<file path="config.mk">
export PLATFORM = sky130hd
export DESIGN_NAME = dual_edge_step_ctrl
export DESIGN_NICKNAME = d
export VERILOG_FILES = /design/src/rtl/step_ctrl_pkg.sv /design/src/rtl/dual_edge_reg.sv /design/src/rtl/step_control.sv /design/src/rtl/datapath_ctl.sv /design/src/rtl/dual_edge_step_ctrl.sv
export SDC_FILE = /design/constraint.sdc
export NUM_CORES = 1
export LEC_CHECK = 0
export ABC_AREA = 1
export BUFFER_PORTS_ARGS = -buffer_cell sky130_fd_sc_hd__buf_4
export CORE_ASPECT_RATIO = 1.1
export CORE_MARGIN = 4
export CORE_UTILIZATION = 45
export CTS_CLUSTER_SIZE = 16
export DETAILED_ROUTE_END_ITERATION = 12
export GPL_TIMING_DRIVEN = 0
export PLACE_DENSITY_LB_ADDON = 0.25
export SYNTH_ARGS = -nofsm -noshare
export SYNTH_HDL_FRONTEND = slang
export SYNTH_SLANG_ARGS = --single-unit
</file>
<file path="constraint.sdc">
create_clock -name clk -period 2.6 [get_ports clk]
set_input_delay 0.39 -clock clk [delete_from_list [all_inputs] [get_ports clk]]
set_output_delay 0.39 -clock clk [all_outputs]
set_load 0.01 [all_outputs]
</file>
<file path="src/rtl/step_ctrl_pkg.sv">
package step_ctrl_pkg;

  localparam int PHASE_W = 3;

  typedef enum logic [PHASE_W-1:0] {
    PH_FETCH  = 3'd0,
    PH_OPND   = 3'd1,
    PH_DECODE = 3'd2,
    PH_EXEC   = 3'd3,
    PH_WBACK  = 3'd4
  } phase_e;

  // bit 0 is fetch, bit 4 is write-back
  typedef struct packed {
    logic wback;
    logic exec;
    logic decode;
    logic opnd;
    logic fetch;
  } strobe_t;

endpackage

</file>
<file path="src/rtl/dual_edge_reg.sv">
// Register that loads on both clock edges: each bank stores the new value
// folded with the other bank, and the visible value is their XOR.
module dual_edge_reg #(
  parameter int W = 3
) (
  input  logic         clk,
  input  logic         rst,
  input  logic         load,
  input  logic [W-1:0] d,
  output logic [W-1:0] q
);

  logic [W-1:0] riseBank;
  logic [W-1:0] fallBank;

  always_ff @(posedge clk) begin
    if (rst)       riseBank <= '0;
    else if (load) riseBank <= d ^ fallBank;
  end

  always_ff @(negedge clk) begin
    if (rst)       fallBank <= '0;
    else if (load) fallBank <= d ^ riseBank;
  end

  assign q = riseBank ^ fallBank;

endmodule

</file>
<file path="src/rtl/step_control.sv">
module step_control
  import step_ctrl_pkg::*;
(
  input  logic    clk,
  input  logic    rst,
  input  logic    memReady,
  input  logic    liveMemBit,
  input  logic    heldResultBit,
  output strobe_t strobes,
  output logic    captureWord
);

  logic [PHASE_W-1:0] stepRaw;
  logic [PHASE_W-1:0] stepNext;
  phase_e             step;

  dual_edge_reg #(.W(PHASE_W)) uStep (
    .clk (clk),
    .rst (rst),
    .load(1'b1),
    .d   (stepNext),
    .q   (stepRaw)
  );

  assign step = phase_e'(stepRaw);

  always_comb begin
    unique case (step)
      PH_FETCH:  stepNext = memReady ? (liveMemBit ? PH_OPND : PH_DECODE) : PH_FETCH;
      PH_OPND:   stepNext = PH_DECODE;
      PH_DECODE: stepNext = PH_EXEC;
      PH_EXEC:   stepNext = heldResultBit ? PH_WBACK : PH_FETCH;
      PH_WBACK:  stepNext = PH_FETCH;
      default:   stepNext = PH_FETCH;
    endcase
  end

  always_comb begin
    strobes = '0;
    if (!rst) begin
      strobes.fetch  = (step == PH_FETCH);
      strobes.opnd   = (step == PH_OPND);
      strobes.decode = (step == PH_DECODE);
      strobes.exec   = (step == PH_EXEC);
      strobes.wback  = (step == PH_WBACK);
    end
  end

  assign captureWord = !rst && (step == PH_FETCH) && memReady;

  AST_ONE_STEP_RISE: assert property (@(posedge clk) disable iff (rst) $onehot(strobes));
  AST_ONE_STEP_FALL: assert property (@(negedge clk) disable iff (rst) $onehot(strobes));
  AST_WBACK_HAS_RESULT: assert property (@(posedge clk) disable iff (rst) strobes.wback |-> heldResultBit);

endmodule

</file>
<file path="src/rtl/datapath_ctl.sv">
module datapath_ctl
  import step_ctrl_pkg::*;
#(
  parameter int INSTR_W = 16
) (
  input  logic               clk,
  input  logic               rst,
  input  logic [INSTR_W-1:0] instrWord,
  input  logic               captureWord,
  input  strobe_t            strobes,
  output logic               heldMemBit,
  output logic               heldResultBit,
  output logic               aluEn,
  output logic               memWriteEn,
  output logic               regWriteEn,
  output logic               wbFromMem,
  output logic [INSTR_W-3:0] irOperand
);

  localparam int MEM_BIT = INSTR_W - 1;
  localparam int RES_BIT = INSTR_W - 2;

  logic [INSTR_W-1:0] heldWord;

  dual_edge_reg #(.W(INSTR_W)) uWord (
    .clk (clk),
    .rst (rst),
    .load(captureWord),
    .d   (instrWord),
    .q   (heldWord)
  );

  assign heldMemBit    = heldWord[MEM_BIT];
  assign heldResultBit = heldWord[RES_BIT];
  assign irOperand     = heldWord[RES_BIT-1:0];

  assign aluEn      = strobes.exec;
  assign memWriteEn = strobes.exec && heldMemBit && !heldResultBit;
  assign regWriteEn = strobes.wback;
  assign wbFromMem  = strobes.wback && heldMemBit;

  AST_OPND_NEEDS_MEM_RISE: assert property (@(posedge clk) disable iff (rst) strobes.opnd |-> heldMemBit);
  AST_OPND_NEEDS_MEM_FALL: assert property (@(negedge clk) disable iff (rst) strobes.opnd |-> heldMemBit);
  AST_MEMSEL_HAS_RESULT: assert property (@(negedge clk) disable iff (rst) wbFromMem |-> heldResultBit);

endmodule

</file>
<file path="src/rtl/dual_edge_step_ctrl.sv">
module dual_edge_step_ctrl
  import step_ctrl_pkg::*;
#(
  parameter int INSTR_W = 16
) (
  input  logic               clk,
  input  logic               rst,
  input  logic               memReady,
  input  logic [INSTR_W-1:0] instrWord,
  output logic [4:0]         phaseStrobe,
  output logic               aluEn,
  output logic               memWriteEn,
  output logic               regWriteEn,
  output logic               wbFromMem,
  output logic [INSTR_W-3:0] irOperand
);

  strobe_t strobes;
  logic    captureWord;
  logic    heldMemBit;
  logic    heldResultBit;

  step_control uCtl (
    .clk          (clk),
    .rst          (rst),
    .memReady     (memReady),
    .liveMemBit   (instrWord[INSTR_W-1]),
    .heldResultBit(heldResultBit),
    .strobes      (strobes),
    .captureWord  (captureWord)
  );

  datapath_ctl #(.INSTR_W(INSTR_W)) uDp (
    .clk          (clk),
    .rst          (rst),
    .instrWord    (instrWord),
    .captureWord  (captureWord),
    .strobes      (strobes),
    .heldMemBit   (heldMemBit),
    .heldResultBit(heldResultBit),
    .aluEn        (aluEn),
    .memWriteEn   (memWriteEn),
    .regWriteEn   (regWriteEn),
    .wbFromMem    (wbFromMem),
    .irOperand    (irOperand)
  );

  assign phaseStrobe = strobes;

  AST_QUIET_IN_RESET: assert property (@(posedge clk) rst |-> (phaseStrobe == 5'b0 && !memWriteEn && !regWriteEn));

endmodule

</file>
# After elaboration in Yosys (flattened, before gate mapping)
# Cells that the tools add are included.
# word_totals
in_bits	19
out_inout_bits	23
word_cells	27
register_bits	38
# op_classes
bitwise_logic	6
reduce_logical	8
n_eq_ne	4
n_mux	5
# op_table
op	count
$xor A16 B16 Y16	3
$pmux W3 S4	1
$xor A3 B3 Y3	3
$eq A3 B2 Y1 const B	2
$mux W3	2
$logic_and A1 B1 Y1	5
$mux W5	1
$eq A3 B1 Y1 const B	1
$eq A3 B3 Y1 const B	1
$logic_not A3 Y1	1
$logic_not A1 Y1	2
$mux W2	1

# Longest topological paths before layout
# Gate-level depths: netlist of run 1.
# logic_depth
ltp_word	5
ltp_mapped	10
ltp_nobuf	9

# Modules after synthesis
# Synthesis of run 1 repeated with hierarchy kept, for this count alone.
# unflattened
cells_unflattened	392
area_unflattened_um2	2457.4
# by_module_without_submodules
module	seq_area_each_um2	cells_per_inst	area_each_um2	instances
dual_edge_reg (uDp.uWord)	640.6	300	1963.1	1
dual_edge_reg (uCtl.uStep)	120.1	56	341.6	1
step_control	0.0	30	120.1	1
datapath_ctl	0.0	6	32.5	1

==> results of run 1 <==
timing repair:
action | CTS | global route
setup buffers | 22 | 8
resized for setup | 55 | 28
gates cloned | 1 | 1
setup endpoints to repair | 53 | 60
pin swaps | 8 | 16
hold endpoints to repair | 0 | 0
placed cells by master (no fill, tap or decap), types with 2 or more instances in the layout:
master,netlist,routed
xor2_2,0,4
nand3_1,35,33
clkbuf_1,1,2
buf_1,5,5
nor2_4,1,3
clkbuf_8,0,5
dfxtp_2,0,18
buf_8,0,5
nand2_4,1,5
nand3_4,0,2
nand2_1,86,74
nor2_2,0,2
nand4_1,2,2
xor2_1,15,11
nand2_2,3,10
inv_2,2,10
inv_1,77,87
dfxtp_4,0,3
nor3_2,0,2
buf_4,2,60
nor2_1,47,43
xnor2_1,33,33
buf_6,3,9
dfxtp_1,38,17
area by class of cell:
class / instances / area [µm²]
plain buffers: 15 / 128.9
clock buffers: 6 / 72.57
clock inverters: 20 / 75.07
fillers: 442 / 1667
inverters: 78 / 295.3
multi-input cells: 230 / 1350
flip-flops and latches: 38 / 794.5
well taps: 58 / 72.57
repair buffers: 68 / 578.1
routing by layer:
metal  track usage, %  routed length [µm]  vias to the layer above
met5                0                   0                        -
met4            5.931                  70                        0
met3            4.860                 247                        8
met2            36.13                3118                       43
met1            20.23                2368                     1054
li1                 -                   -                     1224
worst max-delay path, delay by kind of cell, from the launching register on:
kind,cells,cell delay [ns]
DFF,1,0.34
and+or+nand+nor,3,0.42
buffers and inverters,2,0.22
metrics by stage:
stage               cell area [µm²]  setup WS (ns)  cells  total power [W]  util (%)
floorplan                      2367       -0.07068    362         0.001855         -
global placement               2740        -0.3590    460         0.002224     54.44
detailed placement             2740        -0.3785    460         0.002247     54.44
CTS                            3222        -0.4119    508         0.003071     64.01
global route                   3367        -0.5371    513         0.003500     66.89
finish                         3367        -0.4046    513         0.003209     66.89
where the power goes:
part,leakage (nW),switching [W],internal (W)
registers,0.320,0.000153,0.000751
clock network,0.144,0.000279,0.000220
logic,1.31,0.000913,0.000892
flip-flops by register name, indices dropped and copies added, names as in the netlist:
register	count
uCtl.uStep.fallBank	3
uCtl.uStep.riseBank	3
uDp.uWord.riseBank	16
uDp.uWord.fallBank	16
synthesized netlist by cell type, types with 3 or more instances:
library cell / number
nor2_1: 47
nand2_1: 86
buf_6: 3
buf_1: 5
xor2_1: 15
nand2_2: 3
inv_1: 77
buf_2: 4
nand3_1: 35
xnor2_1: 33
dfxtp_1: 38
nor3_1: 4
worst max-delay path by stage:
stage                     cells after the start                             endpoint  slack, ns                         startpoint
after floorplan                               6                       phaseStrobe[4]      -0.07  uCtl.uStep.fallBank[2]$_SDFF_NP0_
after global placement                        8  uDp.uWord.fallBank[12]$_SDFFE_NP0P_      -0.36                                rst
after detailed placement                      8   uDp.uWord.fallBank[8]$_SDFFE_NP0P_      -0.38                                rst
after CTS                                     6                       phaseStrobe[4]      -0.41  uCtl.uStep.fallBank[2]$_SDFF_NP0_
after global routing                          6                            wbFromMem      -0.54  uCtl.uStep.fallBank[1]$_SDFF_NP0_
final                                         5                            wbFromMem      -0.40  uCtl.uStep.fallBank[2]$_SDFF_NP0_
logic make-up (layout without fill, tap and decap cells):
family                    Yosys count  count (layout)  share of synthesized area [%]
DFF                                38              38                          32.53
xor gates and xnor gates           48              48                          17.98
and+or+nand+nor                   181             181                          32.69
buffers and inverters              94             187                          16.59
AOI/OAI and AO/OA                   1               1                         0.2138
==> summary.txt, run 1 <==
Clock tree
  • Worst-Skew Late Latency: approximately 0.36 ns
  • Num CTS Buffers: 5
  • Hold_buf cts: 0
  • CTS tree: built
  • Num Clock Sinks: 38
  • Clk pin slew, worst setup/hold paths: about 0.080 ns
  • H-tree Lvls: 2
  • Clk root buf: clkbuf_8
  • Clock Path Buffers: 2

Global routing
  • Largest net degree at the start of global routing: 11
  • Initial antenna violation count: 0
  • Total grt overflow: 0
  • Vias in the first global route: about 2,300
  • First-pass GRT wire length: 9984 µm
  • Total GRT Usage: 19.04%

Critical path
  • CP startpoint kind: flip-flop
  • Slowest-stage cell, CP: dfxtp_2
  • Crit path max fanout: 4
  • FF-to-FF setup slack: -0.24 ns
  • Cells along the critical path: nand2_2, nand2_4, inv_4, nor4_1, buf_4
  • Worst Path Arrival: around 2.6 ns
  • RR Endpoint: uDp.uWord.riseBank[9]$_SDFFE_PP0P_
  • Slowest stage delay, CP: 0.34 ns
  • Setup CP Type: flip-flop to output port
  • FF-to-FF path depth: 12
  • Crit end category: output port
  • Worst flop-to-flop path startpoint: uCtl.uStep.fallBank[0]$_SDFF_NP0_
  • Worst Path Required: roughly 2.2 ns

Detailed routing
  • First-pass DRT Iterations: 4
  • Via count: 2,329
  • DRC viols: 0
  • Antenna-violating nets left: 0
  • Iter 0 DRT Violations: 113
  • WL final: 5805 µm
  • WL per Instance: approximately 11 µm
  • DR vias/cell: roughly 4.5

Timing
  • Worst slew pin tran: 0.5333 ns
  • Final clock skew: between 0.07 and 0.08 ns
  • RSZ-0062 raised after global routing: yes
  • Pins Over Slew Limit: 0
  • Headroom to the max-slew limit: roughly 64%
  • Final worst slack: -0.4046 ns
  • Final hold violation count: 0
  • Final setup viols: 55
  • Setup TNS: -9.692 ns
  • Hold slack final: between 0.4 and 0.5 ns

Synthesis
  • EDFF count, synth: 0
  • Synth area leader: dfxtp_1
  • Post-Syn Nets: 381
  • Cell count after synthesis: 362
  • Distinct cells, synth: 21
  • Async SR Flop Fraction: 0%
  • Ys Warns: 0
  • Synthesized area: 2338 µm²
  • Avg Cell Area, Syn: around 6.5 µm²
  • Primary FF master, synth: dfxtp_1
  • Yosys top cell area share: 32.53%
  • Sequential area share after synthesis: approximately 33%
  • #FFs+latches synth: 38
  • Synth top area cells: dfxtp_1 (33%), nand2_1 (14%), inv_1 (12%), xnor2_1 (12%), nor2_1 (7.5%)

Hold path
  • Worst Hold Path EP: uDp.uWord.riseBank[4]$_SDFFE_PP0P_
  • Worst hold path depth: 5
  • Worst min path class: input pin to flip-flop
  • Hold_sp: instrWord[4]

Final layout
  • Area grow syn2layout: 43.98%
  • Layout Nets: roughly 470
  • # diodes: 0
  • Share of post-route cells with drive strength above 1: 31.87%

Floorplan
  • Chip width: 76.74 µm
  • Row count: 27
  • Initial core utilization: about 46%
  • Io pins: 42
  • Die ar.: between 6000 and 7000 µm²
  • Placeable Area: 5034 µm²
  • Die Ht: 83.61 µm

Power and ir drop
  • Power per cell area: 953.0 nW/µm²
  • Pleak: approximately 1.8 nW
  • Peak supply drop: 0.4180 mV

Status
  • Outcome: finished, violations left
  • Failing checks: negative setup slack

Place
  • Number of port buffers: 40
  • Final GP Congestion: 0.7809
  • Hpwl dp: 3606 µm

Run
  • Max_cap viols: 0
No activity file was read; power rests on OpenSTA's default activity.
==> run 2, diff against run 1 <==
Settings changed: CORE_MARGIN 4 to default.
Clock period 2.6 ns to 3.45 ns, I/O delays scaled along.
==> run 2 against run 1 <==
The run ends with design-rule violations, negative setup slack left. Final area down 9.1%. Combinational power down 35%. Flip-flop and latch count unchanged. First-iteration DRC count down 22%. Register-to-register slack better by 0.36 ns. Via count down 3.0%. Highest routed layer unchanged.
==> summary.txt, run 2 (same netlist as run 1, synthesis figures left out) <==
Floorplan
  • Row count: 27 (unchanged)
  • Io pins: 42 (unchanged)
  • Chip width: 70.74 µm (-7.8%)
  • Die ar.: 5489 µm² (-14%)
  • Initial core utilization: 46.77% (+0.31 points)
  • Placeable Area: 5000 µm² (-0.67%)
  • Die Ht: 77.61 µm (-7.2%)

Place
  • Number of port buffers: 40 (unchanged)
  • Final GP Congestion: 0.7689 (-1.5%)
  • Hpwl dp: 3523 µm (-2.3%)
  • Placed inst area: 2711 µm² (-1.1%)

Clock tree
  • CTS tree: built
  • Clock Path Buffers: 2 (unchanged)
  • Clk root buf: clkbuf_8
  • Num CTS Buffers: 5 (unchanged)
  • H-tree Lvls: 2 (unchanged)
  • Clk pin slew, worst setup/hold paths: 0.03 ns (-0.05 ns)
  • Worst-Skew Late Latency: 0.35 ns (about the same)
  • Num Clock Sinks: 38 (unchanged)

Final layout
  • # diodes: 0 (unchanged)
  • Filler cell count: 484 (+9.5%)
  • Share of post-route cells with drive strength above 1: 21.51% (-10 points)
  • Core Util, Final: 61.21% (-5.7 points)
  • Area of the multi-input gates: 1282 µm² (-5.0%)
  • Layout Nets: 456 (-3.8%)
  • Area grow syn2layout: 30.87%
  • Most common cell after layout, fill and taps aside: inv_1
  • Final Cell Area: 3060 µm² (-9.1%)
  • Biggest regs: uDp.uWord.fallBank (16), uDp.uWord.riseBank (16)
  • Seq. cell area: 765.7 µm² (-3.6%)
  • Most frequent cells in the layout: inv_1 (91), nand2_1 (78), nor2_1 (47)

Power and ir drop
  • Peak supply drop: 0.4182 mV (about the same)
  • Pleak: 1.640 nW (-7.5%)
  • Int Power: 0.001270 W (-32%)
  • Comb pwr share: 53.2% (-3.1 points)
  • P_sw: 0.0009485 W (-30%)
  • Clk pwr share: 16.6% (+1.0 points)
  • Power per cell area: 724.8 nW/µm² (-24%)
  • Switching share of total power: 42.76% (+0.81 points)
  • PnR Total Power: 0.002218 W (-31%)
  • Seq pwr share: 30.2% (+2.0 points)

Critical path
  • Cells along the critical path: inv_2, nand2_4, nand3_4, inv_2, nand3_4, nor3_2, buf_4
  • Worst Path Required: 2.93 ns (+0.72 ns)
  • Slowest-stage cell, CP: dfxtp_2
  • CP startpoint kind: flip-flop
  • Crit path max fanout: 3 (-1)
  • Crit end category: output port
  • Slowest stage delay, CP: 0.34 ns (about the same)
  • Setup CP Type: flip-flop to output port
  • Worst Path Arrival: 3.08 ns (+0.47 ns)

Detailed routing
  • First-pass DRT Iterations: 8 (+4)
  • WL per Instance: 10.75 µm (-5.0%)
  • Antenna-violating nets left: 0 (unchanged)
  • Iter 0 DRT Violations: 88 (-22%)
  • Via count: 2,258 (-3.0%)
  • DRC viols: 6 (+6)
  • DR vias/cell: 4.562 (+0.48%)
  • WL final: 5322 µm (-8.3%)

Timing
  • RSZ-0062 raised after global routing: yes
  • Final hold violation count: 0 (unchanged)
  • Final clock skew: 0.06626 ns (-0.003826 ns)
  • Headroom to the max-slew limit: 64.48% (about the same)
  • Final worst slack: -0.1444 ns (+0.2602 ns)
  • Pins Over Slew Limit: 0 (unchanged)
  • Worst slew pin tran: 0.5328 ns (-0.0005300 ns)
  • Final setup viols: 8 (-85%)

Hold path
  • Worst min path class: flip-flop to flip-flop

Global routing
  • Vias in the first global route: 2,134 (-8.3%)
  • Largest net degree at the start of global routing: 11 (unchanged)
  • Initial antenna violation count: 0 (unchanged)
  • Total GRT Usage: 19.99% (+0.96 points)
  • Total grt overflow: 0 (unchanged)
  • First-pass GRT wire length: 8935 µm (-11%)

Status
  • Outcome: finished, violations left
  • Failing checks: design-rule violations, negative setup slack

Run
  • Max_cap viols: 0 (unchanged)
==> run 2: changes by cell type in the layout (fill, tap and decap cells not counted), sizes merged <==
cell	change
buf	-17
clkbuf	-1
==> run 2: critical path: cells and delay by family, from the launching register on <==
| family | cells | cell delay (ns) |
|---|---|---|
| AND/OR/NAND/NOR | 4 | 0.39 |
| buffers and inverters | 3 | 0.28 |
| flip-flops | 1 | 0.34 |
==> run 2: layout make-up <==
cell class | count | share of cell area, %
buffer | 15 | 3.312
timing repair buffer | 50 | 13.00
clock inverter | 20 | 2.453
sequential | 38 | 25.02
multi-input combinational | 230 | 41.91
clock buffer | 6 | 2.371
inverter | 78 | 9.567
tap | 58 | 2.371
==> run 2: worst paths after layout <==
kind	from	end	slack [ns]	cells after the start
min	uDp.uWord.fallBank[15]$_SDFFE_NP0P_	uDp.uWord.fallBank[15]$_SDFFE_NP0P_	0.53	4
max reg2reg	uCtl.uStep.fallBank[2]$_SDFF_NP0_	uDp.uWord.riseBank[4]$_SDFFE_PP0P_	0.12	10
max	uCtl.uStep.fallBank[2]$_SDFF_NP0_	memWriteEn	-0.14	7
min reg2reg	uDp.uWord.fallBank[15]$_SDFFE_NP0P_	uDp.uWord.fallBank[15]$_SDFFE_NP0P_	0.53	4
==> run 2: what timing repair did <==
| action | 4_1_cts | 5_1_grt |
|---|---|---|
| buffers inserted | 8 | 2 |
| cloned | 0 | 0 |
| gates resized for setup | 22 | 17 |
| hold buffers | 0 | 0 |
| setup endpoints to repair | 9 | 9 |
| pin swaps | 8 | 4 |
==> run 2: stage by stage <==
step / hold WS (ns) / cells / setup TNS (ns) / setup slack (ns)
after floorplan: 0.5175 / 362 / 0 / 0.09054
after global placement: 0.5358 / 460 / -0.8538 / -0.06382
after detailed placement: 0.5381 / 460 / -0.9571 / -0.07919
after CTS: 0.5462 / 493 / -0.5757 / -0.09337
after global routing: 0.5661 / 495 / -1.269 / -0.1967
final: 0.5310 / 495 / -0.7291 / -0.1444
==> run 2: power by group through the flow <==
stage / registers, W / clock network (W) / logic [W]
2_1_floorplan: 0.000649 / 0.0000355 / 0.000681
3_3_place_gp: 0.000667 / 0.0000355 / 0.000935
3_5_place_dp: 0.000672 / 0.0000355 / 0.000949
4_1_cts: 0.000667 / 0.000376 / 0.00110
5_1_grt: 0.000683 / 0.000407 / 0.00132
6_report: 0.000670 / 0.000368 / 0.00118
==> run 2: routing by layer <==
metal / vias up / global-route usage, % / part of all wire (%) / wire [µm]
met4: 0 / 4.600 / 0.86 / 46
met2: 46 / 38.17 / 51 / 2736
met3: 6 / 3.377 / 3.6 / 192
met5: - / 0 / 0 / 0
met1: 1012 / 22.87 / 44 / 2347
li1: 1194 / - / - / -
